## config.mk

```make
export PLATFORM = sky130hd
export DESIGN_NAME = intr_line_router
export DESIGN_NICKNAME = d
export VERILOG_FILES = /design/src/rtl/intr_route_pkg.sv /design/src/rtl/intr_route_reg.sv /design/src/rtl/intr_route_decode.sv /design/src/rtl/intr_route_merge.sv /design/src/rtl/intr_line_router.sv
export SDC_FILE = /design/constraint.sdc
export NUM_CORES = 1
export LEC_CHECK = 0
export ABC_AREA = 1
export BUFFER_PORTS_ARGS = -buffer_cell sky130_fd_sc_hd__clkbuf_2
export CAP_MARGIN = 20
export CORE_ASPECT_RATIO = 0.6
export CORE_UTILIZATION = 43
export DETAILED_ROUTE_END_ITERATION = 7
export PLACE_DENSITY_LB_ADDON = 0.15
export SETUP_SLACK_MARGIN = 0.1
export SYNTH_ARGS = -nofsm -noshare
export SYNTH_HDL_FRONTEND = slang
export SYNTH_SLANG_ARGS = --single-unit
```

## constraint.sdc

```tcl
create_clock -name clk -period 1.3 [get_ports clk]
set_input_delay 0.065 -clock clk [delete_from_list [all_inputs] [get_ports clk]]
set_output_delay 0.065 -clock clk [all_outputs]
set_load 0.01 [all_outputs]
```

## src/rtl/intr_route_pkg.sv

```systemverilog
package intr_route_pkg;

  localparam int unsigned IRQ_COUNT = 16;
  localparam int unsigned CODE_W    = 4;

  // set bit = code value that names a real controller input
  localparam logic [IRQ_COUNT-1:0] CODE_LEGAL = 16'hDEF8;

  typedef struct packed {
    logic              off;   // active-high "routing off" (register bit 7)
    logic [CODE_W-1:0] code;  // target selector (register bits 3:0)
  } route_cfg_t;

  localparam route_cfg_t CFG_RESET = '{off: 1'b1, code: '0};

endpackage

```

## src/rtl/intr_route_reg.sv

```systemverilog
module intr_route_reg
  import intr_route_pkg::*;
#(
  parameter int unsigned            ADDR_W  = 8,
  parameter int unsigned            DATA_W  = 8,
  parameter logic [ADDR_W-1:0]      MY_ADDR = '0
) (
  input  logic              clk,
  input  logic              rst_n,
  input  logic [ADDR_W-1:0] bus_addr,
  input  logic              bus_wr,
  input  logic [DATA_W-1:0] bus_wdata,
  output route_cfg_t        cfg,
  output logic [DATA_W-1:0] rd_data
);

  localparam int unsigned PAD_W = DATA_W - 1 - CODE_W;

  logic       sel;
  logic       cfg_we;
  route_cfg_t cfg_d;
  route_cfg_t cfg_q;

  always_comb begin
    sel    = (bus_addr == MY_ADDR);
    cfg_we = sel && bus_wr;
    cfg_d  = cfg_q;
    if (cfg_we) begin
      cfg_d.off  = bus_wdata[DATA_W-1];
      cfg_d.code = bus_wdata[CODE_W-1:0];
    end
  end

  always_ff @(posedge clk or negedge rst_n) begin
    if (!rst_n) begin
      cfg_q <= CFG_RESET;
    end else if (cfg_we) begin
      cfg_q <= cfg_d;
    end
  end

  assign cfg     = cfg_q;
  assign rd_data = sel ? {cfg_q.off, {PAD_W{1'b0}}, cfg_q.code} : '0;


  write_capture_chk: assert property (@(posedge clk) disable iff (!rst_n)
    (bus_wr && sel) |=> (cfg_q.off == $past(bus_wdata[DATA_W-1]) &&
                         cfg_q.code == $past(bus_wdata[CODE_W-1:0])));


  no_stray_write_chk: assert property (@(posedge clk) disable iff (!rst_n)
    !(bus_wr && sel) |=> $stable(cfg_q));

endmodule

```

## src/rtl/intr_route_decode.sv

```systemverilog
module intr_route_decode
  import intr_route_pkg::*;
#(
  parameter int unsigned N_IRQ = IRQ_COUNT
) (
  input  logic             clk,
  input  logic             rst_n,
  input  route_cfg_t       cfg,
  input  logic             req_n,
  output logic [N_IRQ-1:0] target,
  output logic [N_IRQ-1:0] active
);

  logic req;
  assign req = ~req_n;

  for (genvar g = 0; g < N_IRQ; g++) begin : g_irq
    always_comb begin
      target[g] = !cfg.off && (cfg.code == CODE_W'(g)) && CODE_LEGAL[g];
      active[g] = target[g] && req;
    end
  end


  single_target_chk: assert property (@(posedge clk) disable iff (!rst_n)
    $onehot0(target));


  off_quiet_chk: assert property (@(posedge clk) disable iff (!rst_n)
    cfg.off |-> (target == '0));


  reserved_quiet_chk: assert property (@(posedge clk) disable iff (!rst_n)
    (cfg.code == 4'd0 || cfg.code == 4'd1 || cfg.code == 4'd2 ||
     cfg.code == 4'd8 || cfg.code == 4'd13) |-> (target == '0));

endmodule

```

## src/rtl/intr_route_merge.sv

```systemverilog
module intr_route_merge #(
  parameter int unsigned N_LINES = 2,
  parameter int unsigned N_IRQ   = 16
) (
  input  logic                           clk,
  input  logic                           rst_n,
  input  logic [N_LINES-1:0][N_IRQ-1:0]  target,
  input  logic [N_LINES-1:0][N_IRQ-1:0]  active,
  input  logic [N_IRQ-1:0]               legacy,
  output logic [N_IRQ-1:0]               to_pic,
  output logic [N_IRQ-1:0]               level
);

  logic [N_IRQ-1:0] claimed;
  logic [N_IRQ-1:0] pci_any;

  always_comb begin
    claimed = '0;
    pci_any = '0;
    for (int l = 0; l < N_LINES; l++) begin
      claimed = claimed | target[l];
      pci_any = pci_any | active[l];
    end
  end

  for (genvar g = 0; g < N_IRQ; g++) begin : g_out
    assign to_pic[g] = claimed[g] ? pci_any[g] : legacy[g];
    assign level[g]  = claimed[g];


    passthru_chk: assert property (@(posedge clk) disable iff (!rst_n)
      !level[g] |-> (to_pic[g] == legacy[g]));


    legacy_mask_chk: assert property (@(posedge clk) disable iff (!rst_n)
      (level[g] && !pci_any[g]) |-> !to_pic[g]);
  end

endmodule

```

## src/rtl/intr_line_router.sv

```systemverilog
module intr_line_router
  import intr_route_pkg::*;
#(
  parameter int unsigned          N_LINES   = 2,
  parameter int unsigned          ADDR_W    = 8,
  parameter int unsigned          DATA_W    = 8,
  parameter logic [ADDR_W-1:0]    BASE_ADDR = 8'h60
) (
  input  logic                 clk,
  input  logic                 rst_n,
  input  logic [ADDR_W-1:0]    reg_addr,
  input  logic                 reg_wr,
  input  logic [DATA_W-1:0]    reg_wdata,
  output logic [DATA_W-1:0]    reg_rdata,
  input  logic [N_LINES-1:0]   pci_req_n,
  input  logic [IRQ_COUNT-1:0] isa_irq,
  output logic [IRQ_COUNT-1:0] pic_irq,
  output logic [IRQ_COUNT-1:0] level_req
);

  localparam int unsigned N_IRQ = IRQ_COUNT;

  // reset: asserted asynchronously, released on the clock
  logic rst_meta_q;
  logic rst_sync_n;

  always_ff @(posedge clk or negedge rst_n) begin
    if (!rst_n) begin
      rst_meta_q <= 1'b0;
      rst_sync_n <= 1'b0;
    end else begin
      rst_meta_q <= 1'b1;
      rst_sync_n <= rst_meta_q;
    end
  end

  route_cfg_t [N_LINES-1:0]             cfg;
  logic       [N_LINES-1:0][DATA_W-1:0] line_rd;
  logic       [N_LINES-1:0][N_IRQ-1:0]  target;
  logic       [N_LINES-1:0][N_IRQ-1:0]  active;

  for (genvar l = 0; l < N_LINES; l++) begin : g_line
    intr_route_reg #(
      .ADDR_W  (ADDR_W),
      .DATA_W  (DATA_W),
      .MY_ADDR (ADDR_W'(BASE_ADDR + l))
    ) u_reg (
      .clk       (clk),
      .rst_n     (rst_sync_n),
      .bus_addr  (reg_addr),
      .bus_wr    (reg_wr),
      .bus_wdata (reg_wdata),
      .cfg       (cfg[l]),
      .rd_data   (line_rd[l])
    );

    intr_route_decode #(
      .N_IRQ (N_IRQ)
    ) u_dec (
      .clk    (clk),
      .rst_n  (rst_sync_n),
      .cfg    (cfg[l]),
      .req_n  (pci_req_n[l]),
      .target (target[l]),
      .active (active[l])
    );


    routed_req_chk: assert property (@(posedge clk) disable iff (!rst_sync_n)
      (!cfg[l].off && CODE_LEGAL[cfg[l].code] && !pci_req_n[l])
        |-> pic_irq[cfg[l].code]);


    level_flag_chk: assert property (@(posedge clk) disable iff (!rst_sync_n)
      (!cfg[l].off && CODE_LEGAL[cfg[l].code]) |-> level_req[cfg[l].code]);
  end

  always_comb begin
    reg_rdata = '0;
    for (int l = 0; l < N_LINES; l++) begin
      reg_rdata = reg_rdata | line_rd[l];
    end
  end

  intr_route_merge #(
    .N_LINES (N_LINES),
    .N_IRQ   (N_IRQ)
  ) u_merge (
    .clk    (clk),
    .rst_n  (rst_sync_n),
    .target (target),
    .active (active),
    .legacy (isa_irq),
    .to_pic (pic_irq),
    .level  (level_req)
  );


  pad_bits_zero_chk: assert property (@(posedge clk) disable iff (!rst_sync_n)
    reg_rdata[DATA_W-2:CODE_W] == '0);

endmodule

```

==> out/results.tsv, run 1 <==
stage	metric	value	unit
cts	cts_tree	built	
synth	synth-edff-count	0	
timing	setup_viol	23	
critical_path	cpPeakStageDelay	0.65	ns
synth	syn_area_per_cell	6.04	um2
routing	drc	0	
floorplan	die_area	0.00318	mm2
timing	finalClockSkew	0.00232	ns
timing	postLayoutSetupSlackWorst	-0.203	ns
power	power.density	572	mW/mm2
cts	clock-sinks	12	
placed_design	port-buffer-count	55	
critical_path	r2r_slack	0.23	ns
timing	rsz0062_at_grt	true	
critical_path	worstSetupPathType	flop to output pin	
critical_path	start_kind	flop	
synth	ys.flop_type	dfrtp_1	
critical_path	crit_top_cell	nand3_1	
global_routing	antenna_found_initial	0	
placed_design	place_area	0.00154	mm2
floorplan	io_pins	77	
synth	synth_top_area_share	0.233	
placed_design	dp_cells	300	
finish	n_antenna_cell	0	
floorplan	rows	14	
critical_path	r2r-start	g_line[1].u_reg.cfg[4]	
finish	stdcell_area	0.00194	mm2
run	cap_violations	0	
placed_design	gp_congestion	0.849	
hold_path	min_path_cells	3	
finish	utilization	0.732	
synth	async_flop_share	1.00	
synth	yosysMostFrequentCell	nand2_1	
critical_path	cp-end-kind	output pin	
global_routing	grt_overflow	0	
critical_path	path_delay_family	flip-flops	
finish	drive_gt1_frac	0.527	
timing	hold_viol_final	0	
cts	cts_buffer_depth	2	
floorplan	die_w	72.1	um
timing	whs	0.0612	ns
synth	yosys.area.top_type	nand3_1	
power	p_total	1.11	mW
synth	synth_seq_cells	12	
synth	synth_area	0.00127	mm2
synth	synth-seq-area-share	0.239	
critical_path	crit_fanout	9	
critical_path	arrival	1.44	ns
critical_path	worstPathCellList	inv_4 -> nand3_2 -> nand3_1 -> nand3_1 -> clkbuf_2	
floorplan	core_region_area	0.00265	mm2
synth	synth_area_leaders	nand3_1, dfrtp_1, nand2_1, buf_4, inv_1	
finish	final_cells	313	
outcome	violations	setup timing	
synth	synth_cell_types	19	
global_routing	grt_max_degree	13	
routing	routed-via-count	1611	
global_routing	grt_usage	0.251	
routing	viasPerCell	5.15	
synth	yosysWarnings	0	
floorplan	start_util	0.479	
timing	fin_crit	1.50	ns
routing	wl_per_cell	13.1	um
global_routing	grt_first_pass_wirelength	6040	um
timing	setup_tns	-2.13	ns
finish	nNetsFinal	311	
global_routing	grt_pass1_vias	1357	
floorplan	die_height	44.1	um
cts	htree_levels	1	
timing	period_share	1.16	
synth	netlist_top_cells_count	nand2_1, nand3_1, inv_1	
routing	dr.first_iter.drc_count	145	
cts	ctsRootBufferMaster	clkbuf_8	
critical_path	path_buf_inv	2	
routing	wirelength	4100	um
critical_path	reg2reg_to	g_line[1].u_reg.cfg[4]	
cts	clkTransAtPathRegs	0.05	ns
hold_path	min-delay-start	reg_wdata[7]	
synth	syn_inst	210	
hold_path	worstHoldPathType	primary input to flop	
finish	syn2layout_area_growth	52.7	%
cts	numCtsBuffers	3	
routing	final_antenna_net_count	0	
power	ir_worst_vdd	0.608	mV
timing	maxSlewViolCount	0	
hold_path	whs_endpoint	g_line[1].u_reg.cfg[4]	
outcome	outcome	finished with violations	
placed_design	dpl.hpwl	2760	um
critical_path	worstPathRequired	1.24	ns
placed_design	post-place-ws	0.0601	ns
critical_path	reg2reg_depth	4	
cts	clock_latency	0.24	ns
critical_path	slowest_stage	dfstp_2	
timing	max_freq	665	MHz
power	power_leakage	1.00	nW
routing	firstDrtPassIters	4	
-- power by group --
part           internal [mW]  total, mW  switching, mW
logic                  0.129      0.319          0.190
clock network          0.216      0.355          0.138
registers              0.397      0.435         0.0380
total                  0.742       1.11          0.366
-- flip-flops by register name (all words and copies together) (netlist names) --
signal            cells
g_line.u_reg.cfg     10
rst_meta_q            1
rst_sync_n            1
-- worst max path at each step --
stage | from | end | depth (start not counted)
2_1_floorplan | g_line[0].u_reg.cfg[4] | pic_irq[4] | 6
3_3_place_gp | g_line[1].u_reg.cfg[0] | pic_irq[9] | 6
3_5_place_dp | g_line[1].u_reg.cfg[0] | pic_irq[9] | 6
4_1_cts | g_line[0].u_reg.cfg[0] | pic_irq[5] | 7
5_1_grt | g_line[1].u_reg.cfg[1] | pic_irq[10] | 6
6_report | g_line[1].u_reg.cfg[4] | pic_irq[10] | 5
-- layout make-up --
type	count	area, um2
repair buffers	68	414
multi-input cells	165	1010
flip-flops and latches	12	312
inverters	24	100
clock buffers	4	45.0
well taps	40	50.0
fillers	220	709
-- metal layers --
metal	vias up	global-route usage	share of wire
met5	-	0	0
met4	0	0.0824	0.0063
met3	6	0.0501	0.083
met2	82	0.368	0.45
met1	730	0.371	0.46
li1	793	-	-
-- timing repair --
item,in CTS,in global routing
endpoints found under the hold margin,2,0
resized for setup,41,38
pin swaps,7,9
hold buffers,1,0
setup buffers,4,4
setup endpoints to repair,23,25
-- worst reg2reg max path: cells and delay by family (launching register included) --
| kind | cells | cell delay [ns] |
|---|---|---|
| buf+inv | 2 | 0.24 |
| simple gates | 2 | 0.13 |
| flops | 1 | 0.65 |
-- cell usage in the layout (no fill, tap or decap) --
master / n
buf_12: 1
buf_2: 6
buf_4: 9
buf_6: 5
clkbuf_1: 1
clkbuf_2: 46
clkbuf_8: 3
conb_1: 9
dfrtp_1: 3
dfrtp_2: 7
dfstp_2: 2
dlygate4sd3_1: 1
inv_1: 12
inv_2: 8
inv_4: 4
nand2_1: 55
nand2_2: 8
nand2_4: 2
nand3_1: 37
nand3_2: 17
nand3_4: 5
nand4_1: 7
nor2_1: 4
nor2_2: 6
nor2_4: 9
nor3_2: 1
nor3_4: 1
o21ai_2: 4
-- logic make-up (layout without fill, tap and decap cells) --
group / Yosys count / in the layout / synth area share
flops: 12 / 12 / 0.239
simple gates: 152 / 152 / 0.568
compound gates: 4 / 4 / 0.0276
buf+inv: 40 / 96 / 0.160
other cells: 2 / 9 / 0.00593
No activity file was read; power rests on OpenSTA's default activity.
==> run 2: changes to the inputs <==
- CORE_UTILIZATION: 43 -> 51
- SYNTH_HIERARCHICAL: not set -> 1
==> run 2 against run 1 <==
- the run ends with DRC, setup timing left
- clock power about the same
- worst setup slack improved by 0.0044 ns
- area after synthesis increased by 63%
- die area increased by 36%
- combinational power increased by 38%
- worst hold slack improved by 0.0070 ns
- design area increased by 37%
- register-to-register slack improved by 0.02 ns
- largest power group is now combinational cells
==> out/results.tsv, run 2 <==
stage	metric	value	unit	change
synth	async_flop_share	1.00		unchanged
finish	drive_gt1_frac	0.451		was 0.527
power	power_leakage	1.36	nW	was 1.00 nW
timing	postLayoutSetupSlackWorst	-0.199	ns	was -0.203 ns
critical_path	cp-end-kind	output pin		unchanged
finish	layout_commonest_cell	inv_1		was nand2_1
routing	wirelength	4520	um	was 4100 um
timing	finalClockSkew	0.00608	ns	was 0.00232 ns
finish	nNetsFinal	484		was 311
cts	clkTransAtPathRegs	0.05	ns	about the same
floorplan	die_area	0.00432	mm2	was 0.00318 mm2
cts	clock-sinks	12		unchanged
critical_path	arrival	1.43	ns	was 1.44 ns
timing	maxSlewViolCount	0		unchanged
synth	synth-seq-area-share	0.146		was 0.239
routing	final_antenna_net_count	0		unchanged
global_routing	grtUsageMet2	0.387		was 0.368
outcome	outcome	finished with violations		unchanged
synth	netlist_top_cells_count	inv_1, nand2_1, nor2_1		was nand2_1, nand3_1, inv_1
critical_path	worstPathRequired	1.24	ns	about the same
placed_design	dpl.hpwl	3520	um	was 2760 um
floorplan	die_w	84.2	um	was 72.1 um
routing	wl_per_cell	9.16	um	was 13.1 um
hold_path	min-delay-start	reg_wdata[0]		was reg_wdata[7]
timing	whs	0.0682	ns	was 0.0612 ns
synth	yosysWarnings	6		was 0
synth	yosys.area.top_type	inv_1		was nand3_1
floorplan	start_util	0.550		was 0.479
synth	ys.flop_type	dfrtp_1		unchanged
timing	setup_viol	24		was 23
cts	cts_buffer_depth	2		unchanged
power	p_total	1.23	mW	was 1.11 mW
synth	synth_top_area_share	0.194		was 0.233
global_routing	use_met1	0.314		was 0.371
synth	synth_area	0.00207	mm2	was 0.00127 mm2
finish	utilization	0.703		was 0.732
routing	viasPerCell	4.34		was 5.15
critical_path	worstSetupPathType	flop to output pin		unchanged
timing	max_freq	667	MHz	was 665 MHz
global_routing	grt_usage	0.228		was 0.251
hold_path	worstHoldPathType	primary input to flop		unchanged
timing	setup_tns	-2.89	ns	was -2.13 ns
synth	synth_cell_types	17		was 19
synth	syn_inst	367		was 210
finish	final_cells	493		was 313
routing	routed-via-count	2139		was 1611
power	power.density	465	mW/mm2	was 572 mW/mm2
timing	period_share	1.15		was 1.16
global_routing	grt_overflow	0		unchanged
placed_design	port-buffer-count	65		was 55
synth	syn_area_per_cell	5.64	um2	was 6.04 um2
timing	rsz0062_at_grt	true		unchanged
placed_design	dp_cells	477		was 300
global_routing	grt_pass1_vias	1874		was 1357
finish	largest_reg_flops	10		unchanged
routing	drc	14		was 0
cts	htree_levels	1		unchanged
timing	hold_viol_final	0		unchanged
global_routing	grt_max_degree	13		unchanged
finish	layout_common_cells	inv_1, nand2_1, clkbuf_2, conb_1, nand3_1		was nand2_1, clkbuf_2, nand3_1, nand3_2, inv_1
critical_path	r2r-start	g_line[0].u_reg/cfg[0]		was g_line[1].u_reg.cfg[4]
cts	ctsRootBufferMaster	clkbuf_8		unchanged
floorplan	io_pins	77		unchanged
floorplan	core_region_area	0.00376	mm2	was 0.00265 mm2
global_routing	antenna_found_initial	0		unchanged
routing	firstDrtPassIters	6		was 4
floorplan	die_height	51.3	um	was 44.1 um
routing	dr.first_iter.drc_count	102		was 145
timing	fin_crit	1.50	ns	about the same
cts	cts_tree	built		unchanged
floorplan	rows	17		was 14
cts	clock_latency	0.25	ns	was 0.24 ns
outcome	violations	DRC, setup timing		was setup timing
synth	yosysMostFrequentCell	inv_1		was nand2_1
finish	syn2layout_area_growth	27.9	%	was 52.7%
power	ir_worst_vdd	0.377	mV	was 0.608 mV
synth	synth-edff-count	0		unchanged
critical_path	start_kind	flop		unchanged
critical_path	cp-startpoint	g_line[1].u_reg/cfg[4]		was g_line[1].u_reg.cfg[4]
global_routing	use_met3	0.0420		was 0.0501
cts	numCtsBuffers	3		unchanged
finish	n_antenna_cell	0		unchanged
synth	synth_seq_cells	12		unchanged
global_routing	grt_busiest_layer	met2		was met1
run	cap_violations	0		unchanged
placed_design	gp_congestion	0.843		was 0.849
synth	synth_area_leaders	inv_1, nand2_1, dfrtp_1, nor3_2, buf_4		was nand3_1, dfrtp_1, nand2_1, buf_4, inv_1
global_routing	grt_first_pass_wirelength	7910	um	was 6040 um
critical_path	crit_fanout	8		was 9
-- run 2: stage by stage --
| stage | setup WS (ns) | area [um2] |
|---|---|---|
| CTS | -0.195 | 2550 |
| global placement | 0.0185 | 2360 |
| detailed placement | -0.0189 | 2360 |
| finish | -0.199 | 2650 |
| floorplan | 0.170 | 2150 |
| global route | -0.293 | 2650 |
-- run 2: path summary, 6_finish.rpt --
| path | end | slack (ns) | depth (start not counted) |
|---|---|---|---|
| worst min register to register | g_line[1].u_reg/cfg[2] | 0.17 | 0 |
| worst max-delay path | pic_irq[3] | -0.20 | 8 |
| worst min-delay path | g_line[0].u_reg/cfg[0] | 0.07 | 3 |
| min in group asynchronous | rst_sync_n | 0.14 | 2 |
| worst max register to register | g_line[0].u_reg/cfg[0] | 0.25 | 5 |
| max in group asynchronous | g_line[1].u_reg/cfg[4] | 0.79 | 0 |
-- run 2: logic make-up (layout without fill, tap and decap cells) --
family / count (synthesis) / count (layout) / synth area share
simple gates: 213 / 213 / 0.548
buf+inv: 137 / 194 / 0.297
flops: 12 / 12 / 0.146
other cells: 5 / 27 / 0.00907
-- run 2: critical path, cell delays in order (launching register included) --
cell and delay (ns):
dfstp_2 0.59, inv_4 0.06, nand3_4 0.14, nor2_1 0.06, inv_1 0.08, nand2_2 0.05, nand2_1 0.05, nand2_1 0.04
clkbuf_2 0.12
-- run 2: area by class of cell --
| type | count | area, um2 |
|---|---|---|
| multi-input combinational | 240 | 1350 |
| tap | 47 | 58.8 |
| timing repair buffer | 81 | 467 |
| sequential | 12 | 312 |
| fill | 343 | 1120 |
| inverter | 109 | 412 |
| clock buffer | 4 | 45.0 |
-- run 2: repair_timing --
item / CTS / global route
setup endpoints to repair: 26 / 27
pin swaps: 4 / 4
setup buffers: 8 / 3
resized for setup: 32 / 45
hold endpoints to repair: 2 / 0
hold buffers: 1 / 0
-- run 2: layer usage --
metal,vias up,share of wire
li1,1169,-
met1,921,0.50
met2,47,0.44
met4,0,0.0013
met3,2,0.053
met5,-,0
-- run 2: report_power, final --
| part | switching (mW) | internal [mW] |
|---|---|---|
| combinational | 0.265 | 0.174 |
| clock | 0.142 | 0.216 |
| sequential | 0.0362 | 0.397 |
| total | 0.443 | 0.787 |
